**config.mk**
```make
export PLATFORM = sky130hd
export DESIGN_NAME = i2c_master_ctrl
export DESIGN_NICKNAME = d
export VERILOG_FILES = /design/src/rtl/i2cm_pkg.sv /design/src/rtl/i2cm_clkgen.sv /design/src/rtl/i2cm_engine.sv /design/src/rtl/i2c_master_ctrl.sv
export SDC_FILE = /design/constraint.sdc
export NUM_CORES = 1
export LEC_CHECK = 0
export BUFFER_PORTS_ARGS = -buffer_cell sky130_fd_sc_hd__buf_4
export CAP_MARGIN = 40
export CORE_ASPECT_RATIO = 0.9
export CORE_MARGIN = 2
export CORE_UTILIZATION = 49
export DETAILED_ROUTE_END_ITERATION = 16
export PLACE_DENSITY_LB_ADDON = 0.15
export RECOVER_POWER = 50
export SLEW_MARGIN = 20
export SYNTH_ARGS = -nofsm -noshare
export SYNTH_HDL_FRONTEND = slang
export SYNTH_SLANG_ARGS = --single-unit
```
**constraint.sdc**
```tcl
create_clock -name clk_i -period 4.5 [get_ports clk_i]
set_input_delay 0 -clock clk_i [delete_from_list [all_inputs] [get_ports clk_i]]
set_output_delay 0 -clock clk_i [all_outputs]
set_load 0.005 [all_outputs]
```
**src/rtl/i2cm_pkg.sv**
```systemverilog
package i2cm_pkg;
  localparam int REG_AW = 3;
  localparam int REG_DW = 16;

  typedef enum logic [REG_AW-1:0] {
    A_CTRL = 3'd0,
    A_STAT = 3'd1,
    A_DATA = 3'd2,
    A_OWN  = 3'd3,
    A_EVT  = 3'd4,
    A_RDY  = 3'd5
  } reg_addr_e;

  typedef enum logic [2:0] {
    S_IDLE, S_START, S_BIT, S_HOLD, S_STOP
  } eng_state_e;
endpackage

```
**src/rtl/i2cm_clkgen.sv**
```systemverilog
module i2cm_clkgen #(
  parameter int DIV_W    = 4,
  parameter int PRESC_LO = 16,
  parameter int PRESC_HI = 32
) (
  input  logic             clk_i,
  input  logic             rst_ni,
  input  logic             en_i,
  input  logic             presc_sel_i,
  input  logic [DIV_W-1:0] div_i,
  output logic             tick_o
);
  localparam int CNT_W = DIV_W + $clog2(PRESC_HI / 4) + 1;
  localparam logic [CNT_W-1:0] Q_LO = CNT_W'(PRESC_LO / 4);
  localparam logic [CNT_W-1:0] Q_HI = CNT_W'(PRESC_HI / 4);

  logic [CNT_W-1:0] qlen, cnt_q;

  // quarter SCL period in clock cycles
  assign qlen = (CNT_W'(div_i) + CNT_W'(1)) * (presc_sel_i ? Q_HI : Q_LO);

  always_ff @(posedge clk_i or negedge rst_ni) begin
    if (!rst_ni) begin
      cnt_q  <= '0;
      tick_o <= 1'b0;
    end else if (!en_i) begin
      cnt_q  <= '0;
      tick_o <= 1'b0;
    end else if (cnt_q == qlen - CNT_W'(1)) begin
      cnt_q  <= '0;
      tick_o <= 1'b1;
    end else begin
      cnt_q  <= cnt_q + CNT_W'(1);
      tick_o <= 1'b0;
    end
  end


  tick_gap_chk: assert property (@(posedge clk_i) disable iff (!rst_ni)
    tick_o |=> !tick_o);
endmodule

```
**src/rtl/i2cm_engine.sv**
```systemverilog
module i2cm_engine
  import i2cm_pkg::*;
(
  input  logic       clk_i,
  input  logic       rst_ni,
  input  logic       tick_i,
  input  logic       go_start_i,
  input  logic       rx_i,
  input  logic       go_cont_i,
  input  logic       stop_i,
  input  logic       ack_en_i,
  input  logic [7:0] tx_byte_i,
  input  logic       sda_i,
  output logic       scl_lo_o,
  output logic       sda_lo_o,
  output logic       busy_o,
  output logic       pend_o,
  output logic       ack_o,
  output logic [7:0] rx_byte_o,
  output logic       byte_ev_o,
  output logic       start_ev_o,
  output logic       stop_ev_o
);
  eng_state_e state_q;
  logic [1:0] q_q;
  logic [3:0] bit_q;
  logic [7:0] sh_q;
  logic       rx_q, first_q;
  logic       tx_now;

  assign tx_now    = first_q || !rx_q;
  assign busy_o    = (state_q != S_IDLE);
  assign pend_o    = (state_q == S_HOLD);
  assign rx_byte_o = sh_q;

  always_ff @(posedge clk_i or negedge rst_ni) begin
    if (!rst_ni) begin
      state_q    <= S_IDLE;
      q_q        <= '0;
      bit_q      <= '0;
      sh_q       <= '0;
      rx_q       <= 1'b0;
      first_q    <= 1'b0;
      ack_o      <= 1'b0;
      scl_lo_o   <= 1'b0;
      sda_lo_o   <= 1'b0;
      byte_ev_o  <= 1'b0;
      start_ev_o <= 1'b0;
      stop_ev_o  <= 1'b0;
    end else begin
      byte_ev_o  <= 1'b0;
      start_ev_o <= 1'b0;
      stop_ev_o  <= 1'b0;
      if ((state_q == S_IDLE || state_q == S_HOLD) && go_start_i) begin
        state_q <= S_START;
        q_q     <= '0;
        sh_q    <= tx_byte_i;
        rx_q    <= rx_i;
        first_q <= 1'b1;
      end else if (state_q == S_HOLD && go_cont_i) begin
        q_q     <= '0;
        bit_q   <= '0;
        sh_q    <= tx_byte_i;
        state_q <= stop_i ? S_STOP : S_BIT;
      end else if (tick_i) begin
        q_q <= q_q + 2'd1;
        unique case (state_q)
          S_START: unique case (q_q)
            2'd0: sda_lo_o <= 1'b0;
            2'd1: scl_lo_o <= 1'b0;
            2'd2: begin sda_lo_o <= 1'b1; start_ev_o <= 1'b1; end
            default: begin scl_lo_o <= 1'b1; state_q <= S_BIT; bit_q <= '0; end
          endcase
          S_BIT: unique case (q_q)
            2'd0: if (bit_q == 4'd8) sda_lo_o <= !tx_now && ack_en_i;
                  else               sda_lo_o <= tx_now && !sh_q[7];
            2'd1: scl_lo_o <= 1'b0;
            2'd2: if (bit_q == 4'd8) ack_o <= sda_i;
                  else               sh_q  <= {sh_q[6:0], sda_i};
            default: begin
              scl_lo_o <= 1'b1;
              if (bit_q == 4'd8) begin
                state_q   <= S_HOLD;
                byte_ev_o <= 1'b1;
                first_q   <= 1'b0;
                sda_lo_o  <= 1'b0;
              end else begin
                bit_q <= bit_q + 4'd1;
              end
            end
          endcase
          S_STOP: unique case (q_q)
            2'd0: sda_lo_o <= 1'b1;
            2'd1: scl_lo_o <= 1'b0;
            2'd2: begin sda_lo_o <= 1'b0; stop_ev_o <= 1'b1; end
            default: state_q <= S_IDLE;
          endcase
          default: ;
        endcase
      end
    end
  end


  pend_scl_low_chk: assert property (@(posedge clk_i) disable iff (!rst_ni)
    pend_o |-> scl_lo_o);

  start_cond_chk: assert property (@(posedge clk_i) disable iff (!rst_ni)
    start_ev_o |-> (sda_lo_o && !scl_lo_o));

  stop_cond_chk: assert property (@(posedge clk_i) disable iff (!rst_ni)
    stop_ev_o |-> (!sda_lo_o && !scl_lo_o));
endmodule

```
**src/rtl/i2c_master_ctrl.sv**
```systemverilog
module i2c_master_ctrl
  import i2cm_pkg::*;
#(
  parameter int DIV_W    = 4,
  parameter int PRESC_LO = 16,
  parameter int PRESC_HI = 32,
  parameter int WR_LAT   = 2
) (
  input  logic              clk_i,
  input  logic              rst_ni,
  input  logic              reg_we_i,
  input  logic [REG_AW-1:0] reg_addr_i,
  input  logic [REG_DW-1:0] reg_wdata_i,
  output logic [REG_DW-1:0] reg_rdata_o,
  input  logic              scl_i,
  output logic              scl_oe_o,
  input  logic              sda_i,
  output logic              sda_oe_o,
  output logic              irq_o
);
  localparam int RDY_W = $clog2(WR_LAT + 1);

  logic             ack_en_q, presc_q, oe_q, stop_q;
  logic [DIV_W-1:0] div_q;
  logic [5:0]       ie_q;
  logic [1:0]       mode_q;
  logic [7:0]       data_q;
  logic [6:0]       own_q;
  logic [2:0]       evt_q;   // {stop, start, byte}
  logic [RDY_W-1:0] rdy_q;
  logic [5:0]       evt_vec;

  logic wr_ctrl, wr_stat, wr_data, wr_own, wr_evt;
  logic go_start, go_cont, tick;
  logic eng_scl_lo, eng_sda_lo, eng_busy, eng_pend, eng_ack;
  logic [7:0] eng_rx;
  logic byte_ev, start_ev, stop_ev;
  logic scl_unused;

  assign scl_unused = scl_i;
  assign wr_ctrl = reg_we_i && reg_addr_i == A_CTRL;
  assign wr_stat = reg_we_i && reg_addr_i == A_STAT;
  assign wr_data = reg_we_i && reg_addr_i == A_DATA;
  assign wr_own  = reg_we_i && reg_addr_i == A_OWN;
  assign wr_evt  = reg_we_i && reg_addr_i == A_EVT;

  assign go_start = wr_stat && reg_wdata_i[5] && reg_wdata_i[4] && (!eng_busy || eng_pend);
  assign go_cont  = wr_ctrl && reg_wdata_i[4] && eng_pend;

  i2cm_clkgen #(.DIV_W(DIV_W), .PRESC_LO(PRESC_LO), .PRESC_HI(PRESC_HI)) i_clkgen (
    .clk_i, .rst_ni,
    .en_i       (eng_busy && !eng_pend),
    .presc_sel_i(presc_q),
    .div_i      (div_q),
    .tick_o     (tick)
  );

  i2cm_engine i_engine (
    .clk_i, .rst_ni,
    .tick_i    (tick),
    .go_start_i(go_start),
    .rx_i      (!reg_wdata_i[6]),
    .go_cont_i (go_cont),
    .stop_i    (stop_q),
    .ack_en_i  (ack_en_q),
    .tx_byte_i (data_q),
    .sda_i     (sda_i),
    .scl_lo_o  (eng_scl_lo),
    .sda_lo_o  (eng_sda_lo),
    .busy_o    (eng_busy),
    .pend_o    (eng_pend),
    .ack_o     (eng_ack),
    .rx_byte_o (eng_rx),
    .byte_ev_o (byte_ev),
    .start_ev_o(start_ev),
    .stop_ev_o (stop_ev)
  );

  always_ff @(posedge clk_i or negedge rst_ni) begin
    if (!rst_ni) begin
      ack_en_q <= 1'b0;
      presc_q  <= 1'b0;
      div_q    <= '0;
      ie_q     <= '0;
      mode_q   <= '0;
      oe_q     <= 1'b0;
      stop_q   <= 1'b0;
      data_q   <= '0;
      own_q    <= 7'h40;
      evt_q    <= '0;
      rdy_q    <= '0;
    end else begin
      if (wr_ctrl) begin
        ack_en_q <= reg_wdata_i[7];
        presc_q  <= reg_wdata_i[6];
        div_q    <= reg_wdata_i[DIV_W-1:0];
        ie_q     <= reg_wdata_i[13:8];
      end
      if (wr_stat) begin
        mode_q <= reg_wdata_i[7:6];
        oe_q   <= reg_wdata_i[4];
        stop_q <= eng_busy && !reg_wdata_i[5];
      end else if (!eng_busy) begin
        stop_q <= 1'b0;
      end
      if (byte_ev)      data_q <= eng_rx;
      else if (wr_data) data_q <= reg_wdata_i[7:0];
      if (wr_own) own_q <= reg_wdata_i[6:0];
      evt_q <= (evt_q & ~({3{wr_evt}} & {reg_wdata_i[13], reg_wdata_i[12], reg_wdata_i[8]}))
             | {stop_ev, start_ev, byte_ev};
      if (reg_we_i)           rdy_q <= RDY_W'(WR_LAT);
      else if (rdy_q != '0)   rdy_q <= rdy_q - RDY_W'(1);
    end
  end

  assign scl_oe_o = oe_q && eng_scl_lo;
  assign sda_oe_o = oe_q && eng_sda_lo;
  assign evt_vec  = {evt_q[2], evt_q[1], 3'b000, evt_q[0]};
  assign irq_o    = |(evt_vec & ie_q);

  always_comb begin
    reg_rdata_o = '0;
    unique case (reg_addr_i)
      A_CTRL: reg_rdata_o = {2'b00, ie_q, ack_en_q, presc_q, 1'b0, eng_pend, 4'(div_q)};
      A_STAT: reg_rdata_o = {8'h00, mode_q, eng_busy, oe_q, 3'b000, eng_ack};
      A_DATA: reg_rdata_o = {8'h00, data_q};
      A_OWN:  reg_rdata_o = {9'h000, own_q};
      A_EVT:  reg_rdata_o = {2'b00, evt_vec, 8'h00};
      A_RDY:  reg_rdata_o = {15'h0000, rdy_q != '0};
      default: reg_rdata_o = '0;
    endcase
  end


  rdy_after_wr_chk: assert property (@(posedge clk_i) disable iff (!rst_ni)
    reg_we_i |=> (rdy_q != '0));

  start_evt_src_chk: assert property (@(posedge clk_i) disable iff (!rst_ni)
    $rose(evt_q[1]) |-> $past(start_ev));

  stop_evt_src_chk: assert property (@(posedge clk_i) disable iff (!rst_ni)
    $rose(evt_q[2]) |-> $past(stop_ev));
endmodule

```
* After elaboration in Yosys (flattened, before gate mapping)
Index checks and enable logic that the tools add are counted.
** Operators by class
- Muxes and demuxes :: 65
- $add $sub $neg :: 6
- Reductions and logical operators :: 58
- $mul :: 1
- Eq/ne operators :: 30
- Bitwise gates (word level) :: 7
** Operators by type and width (number)
- 14-bit one-hot mux with 6 select lines :: 1
- 8-bit two-way mux :: 10
- 1-bit two-way mux :: 27
- 3-bit two-way mux :: 8
- 4-bit two-way mux :: 6
- 6-bit AND reduction :: 4
- 1-bit logical AND :: 18
- 3-bit nonzero test :: 6
- 2-bit nonzero test :: 8
- 3-bit by 2-bit equality test with 1-bit output, second input constant :: 4
- 3-bit by 1-bit != test with 1-bit output, second input constant :: 4
- 4-bit by 2-bit != test with 1-bit output, second input constant :: 3
- 2-bit two-way mux :: 5
- 1-bit one-hot mux with 2 select lines :: 5
- 3-bit equality test, second input constant :: 3
- 3-bit by 2-bit != test with 1-bit output, second input constant :: 3
- 3-bit one-hot mux with 3 select lines :: 1
- 8-bit by 1-bit adder with 8-bit output, second input constant :: 1
- 8-bit equality test :: 1
- 8-bit by 8-bit multiplier with 8-bit output :: 1
- 4-bit one-hot mux with 2 select lines :: 1
- 8-bit AND reduction :: 1
- 8-bit by 1-bit subtractor with 8-bit output, second input constant :: 1
- 1-bit zero test :: 7
- 26 further kinds :: 38
** Word-level totals
- Input bits :: 24
- Output and inout bits :: 19
- Bits in registers :: 70

* Logic depth before layout (Yosys ltp)
- Word-level depth :: 8
- Gate-level depth with buffers :: 15
- Depth with buffers taken out :: 15

* By module
Synthesis repeated with hierarchy kept, for this count alone.
** Unflattened totals
- Cells, all modules :: 409
- Area, all modules :: 4181.5 um^2
** By module, submodules not included
- i2c_master_ctrl :: area each 1940.6 um^2, seq. area each 902.1 um^2, times used 1, cells an instance 164
- i2cm_engine :: area each 1400.1 um^2, seq. area each 625.6 um^2, times used 1, cells an instance 154
- i2cm_clkgen :: area each 840.8 um^2, seq. area each 225.2 um^2, times used 1, cells an instance 91

* Least setup slack after synthesis
No wires, ideal clock.
- Path type :: reg-to-reg
- Start point :: register div_q[0]
- End point :: register i_clkgen.cnt_q[1]
- Stages on the path, launching flop included :: 16
- Clock period less this slack :: 3.282 ns
- Required time :: 4.427 ns
- Setup time :: 0.073 ns
- Slack :: 1.218 ns
- Arrival :: 3.209 ns
- Cells stage by stage :: dfrtp_1 clkbuf_1 nand3_1 xor2_1 o21ai_0 inv_1 ha_1 ha_1 ha_1 inv_1 fa_1 xnor2_1 xnor2_1 or3_1 a41o_1 nor2b_1
** Between the ends
- Longest elaborated chain between the ends :: 6
** RTL lines
- start, declared :: line i2c_master_ctrl.sv:24 : logic [DIV_W-1:0] div_q;
- start signal, assigned :: line i2c_master_ctrl.sv:96 : div_q <= reg_wdata_i[DIV_W-1:0];
- 4-bit by 1-bit adder with 5-bit output :: line i2cm_clkgen.sv:20 : assign qlen = (CNT_W'(div_i) + CNT_W'(1)) * (presc_sel_i ? Q_HI : Q_LO);
- 8-bit by 8-bit multiplier with 8-bit output :: line i2cm_clkgen.sv:20
- 8-bit by 1-bit subtractor with 8-bit output :: line i2cm_clkgen.sv:29 : end else if (cnt_q == qlen - CNT_W'(1)) begin
- 8-bit equality test :: line i2cm_clkgen.sv:29
- 8-bit two-way mux :: line i2cm_clkgen.sv:29
- 8-bit two-way mux :: line i2cm_clkgen.sv:26 : end else if (!en_i) begin
- end signal, assigned :: line i2cm_clkgen.sv:33 : cnt_q <= cnt_q + CNT_W'(1);
- end, declared :: line i2cm_clkgen.sv:17 : logic [CNT_W-1:0] qlen, cnt_q;
Every way passes these cells.
A chain may end at the register's enable or synchronous reset.

* Worst setup path after layout
- Start point :: register div_q[0]
- End point :: register i_clkgen.cnt_q[4]
Same word-level chain as after synthesis.

==> flow_summary.toml <==
[placement]
placed_area_um2 = 4350
dp_slack_ps = 848
port-buffer-count = 37
dp_hpwl_um = 6290
routabilityCongestion = 0.804

[synth]
syn-cell-area_um2 = 4020
synth_edf_count = 0
synth_top_area_share_pct = 43.0
yosys_register_bits = 70
ys_warn_count = 0
avgSynthCellArea_um2 = 9.99
synth_top_cell_by_area = "dfrtp_1"
ys_top_cells_by_area = "dfrtp_1 (43%), mux2_2 (6.2%), mux2i_1 (5.5%)"
ys_seq_area_share_pct = 43.6
yosys_most_used_dff = "dfrtp_1"
synth_async_sr_flop_share_pct = 100
synth_cell_types = 58
netlist_instances = 402

[pwr]
ir_drop_v = 0.000260
total_power_uw = 1900
p_leak_uw = 0.00223
powerDensity_nw_per_um2 = 401

[drt]
drc = 0
ant_nets = 0
vias = 3067
drt_iter0_markers = 155
post_drt_wl_per_cell_um = 16.3
dr.pass1.iters = 6
avgViaCountPerCell = 5.55
drt_wl_total_um = 9010

[min_path]
min_from = "reg_addr_i[2]"
hold_class = "primary input to flop"

[cts]
cts_tree = "yes"
htreeDepth = 3
clk_path_buf_depth = 2
clk-insertion-delay-late_ps = 350
cts_sinks = 70
cts_resized = 0
cts-root-buf = "clkbuf_8"
clkTransAtPathRegs_ps = 80
cts_buffers = 9

[global_route]
overflow = 0
grt_max_degree = 54
grt_usage_pct = 21.2
grt_pass1_wl_um = 14900
grt_pass1_vias = 3018
antenna_found_initial = 0

[run_status]
status = "complete, no violations"

[timing]
drv_slew = 0
fin_ws_ps = 813
setup-tns-final_ps = 0
post-route-period-util_pct = 81.9
setup_violations = 0
tightestPinTransition_ps = 1070
slew_headroom_pct = 28.9
min_period_ps = 3690
finClkSkew_ps = 12.2
timing.fmax_ghz = 0.271
grt_setup_unrepaired = "no"
finalHoldViolations = 0

[cells_and_area]
fin_area_um2 = 4730
syn_to_final_growth_pct = 17.7
final_core_util_pct = 59.2
final_common_cell = "dfrtp_1"
drive_gt1_share_pct = 18.3
antenna_cells = 0
most-common-layout-cells = "dfrtp_1 (69), nand2_1 (38), buf_4 (36)"
nNetsFinal = 490

[floorplan]
row_count = 31
initial_core_util_pct = 50.3
die_h_um = 89.9
core_area_um2 = 7990
dieArea_um2 = 8940
floorplan.die.width_um = 99.4
num_io_pins = 43

[worst_setup_path]
crit_fanout = 11
worstSetupEndpointType = "flop"
arrival_ps = 3960
crit_path_start_kind = "flop"
required_ps = 4780
crit_start = "div_q[0]"
criticalPathCategory = "flop to flop"
r2r_start = "div_q[0]"
ff2ff_setup_slack_ps = 810

[job]
maxCapViolations = 0
-- layer usage --
metal  share of wire [%]  vias to the layer above  track usage (%)
met5                   0                        -                0
met4                 1.4                        0             6.74
met3                 3.3                        9             4.35
met2                  46                       63             32.3
met1                  50                     1502             30.4
li1                    -                     1493                -
-- cells in the mapped netlist (all sizes together) (3+ instances only) --
master,number
mux2i,22
mux2,22
xnor2,10
a21o,10
a31oi,4
buf,6
xor2,9
a22oi,4
nor3,11
nor2,35
inv,21
and3,4
o21ai,25
nand3,8
nand4,5
nor4b,3
a21oi,8
ha,16
nor2b,5
and2,8
clkbuf,15
dfrtp,69
nand2b,7
a22o,7
nand2,38
-- layout make-up --
class	instances	area, um^2
fill	720	3260
clock buffer	12	145
timing repair buffer	56	475
clock inverter	4	70.1
inverter	21	78.8
multi-input combinational	291	2080
sequential	70	1750
tap	99	124
-- report_power, final --
group / total (uW) / switching [uW] / internal (uW)
Combinational: 511 / 247 / 264
Sequential: 823 / 98.8 / 724
Clock: 563 / 236 / 326
Total: 1900 / 582 / 1310
-- through the flow --
step	hold WS [ps]	cells
after floorplan	-296	403
after global placement	178	519
after detailed placement	-110	520
after CTS	59.1	553
after global routing	93.8	553
final	84.8	553
-- final timing paths --
| kind | to | depth (start not counted) |
|---|---|---|
| worst max register to register | i_clkgen.cnt_q[4] | 15 |
| max in group asynchronous | own_q[6] | 3 |
| worst max-delay path | i_clkgen.cnt_q[4] | 15 |
| worst min register to register | evt_q[2] | 1 |
| min in group asynchronous | i_clkgen.cnt_q[6] | 2 |
| worst min-delay path | evt_q[1] | 3 |
-- kinds of logic (layout without fill, tap and decap cells) --
logic type	Yosys count	count (layout)	share of synthesized area, %
xor+xnor	19	19	4.14
flops	70	70	43.6
fa+ha+maj	17	17	5.48
simple gates	134	134	17.4
mux	45	45	12.2
compound gates	74	74	12.4
buf+inv	42	93	4.61
other cells	1	2	0.0934
-- sequential cells by signal, summed over array words and instances (netlist names), 2 cells and up --
name / cells
data_q: 8
div_q: 4
evt_q: 3
i_clkgen.cnt_q: 8
i_engine.bit_q: 4
i_engine.q_q: 2
i_engine.rx_byte_o: 8
i_engine.state_q: 3
ie_q: 6
mode_q: 2
own_q: 7
rdy_q: 2
-- what timing repair did --
item                      4_1_cts  5_1_grt
hold endpoints to repair      104        0
buffers inserted                0        0
hold buffers                   17        0
-- worst max-delay path, stage by stage, from the launching register on --
cell     delay, ps
dfrtp_1        550
ha_1           320
xor2_1         210
nand2_1         70
o21ai_0        130
inv_1           80
ha_1           270
ha_1           300
ha_1           160
inv_1           50
fa_1           370
xnor2_1        180
xnor2_1        110
or3_1          340
a41o_1         320
nor2_1         140
No activity file was read; power rests on OpenSTA's default activity.
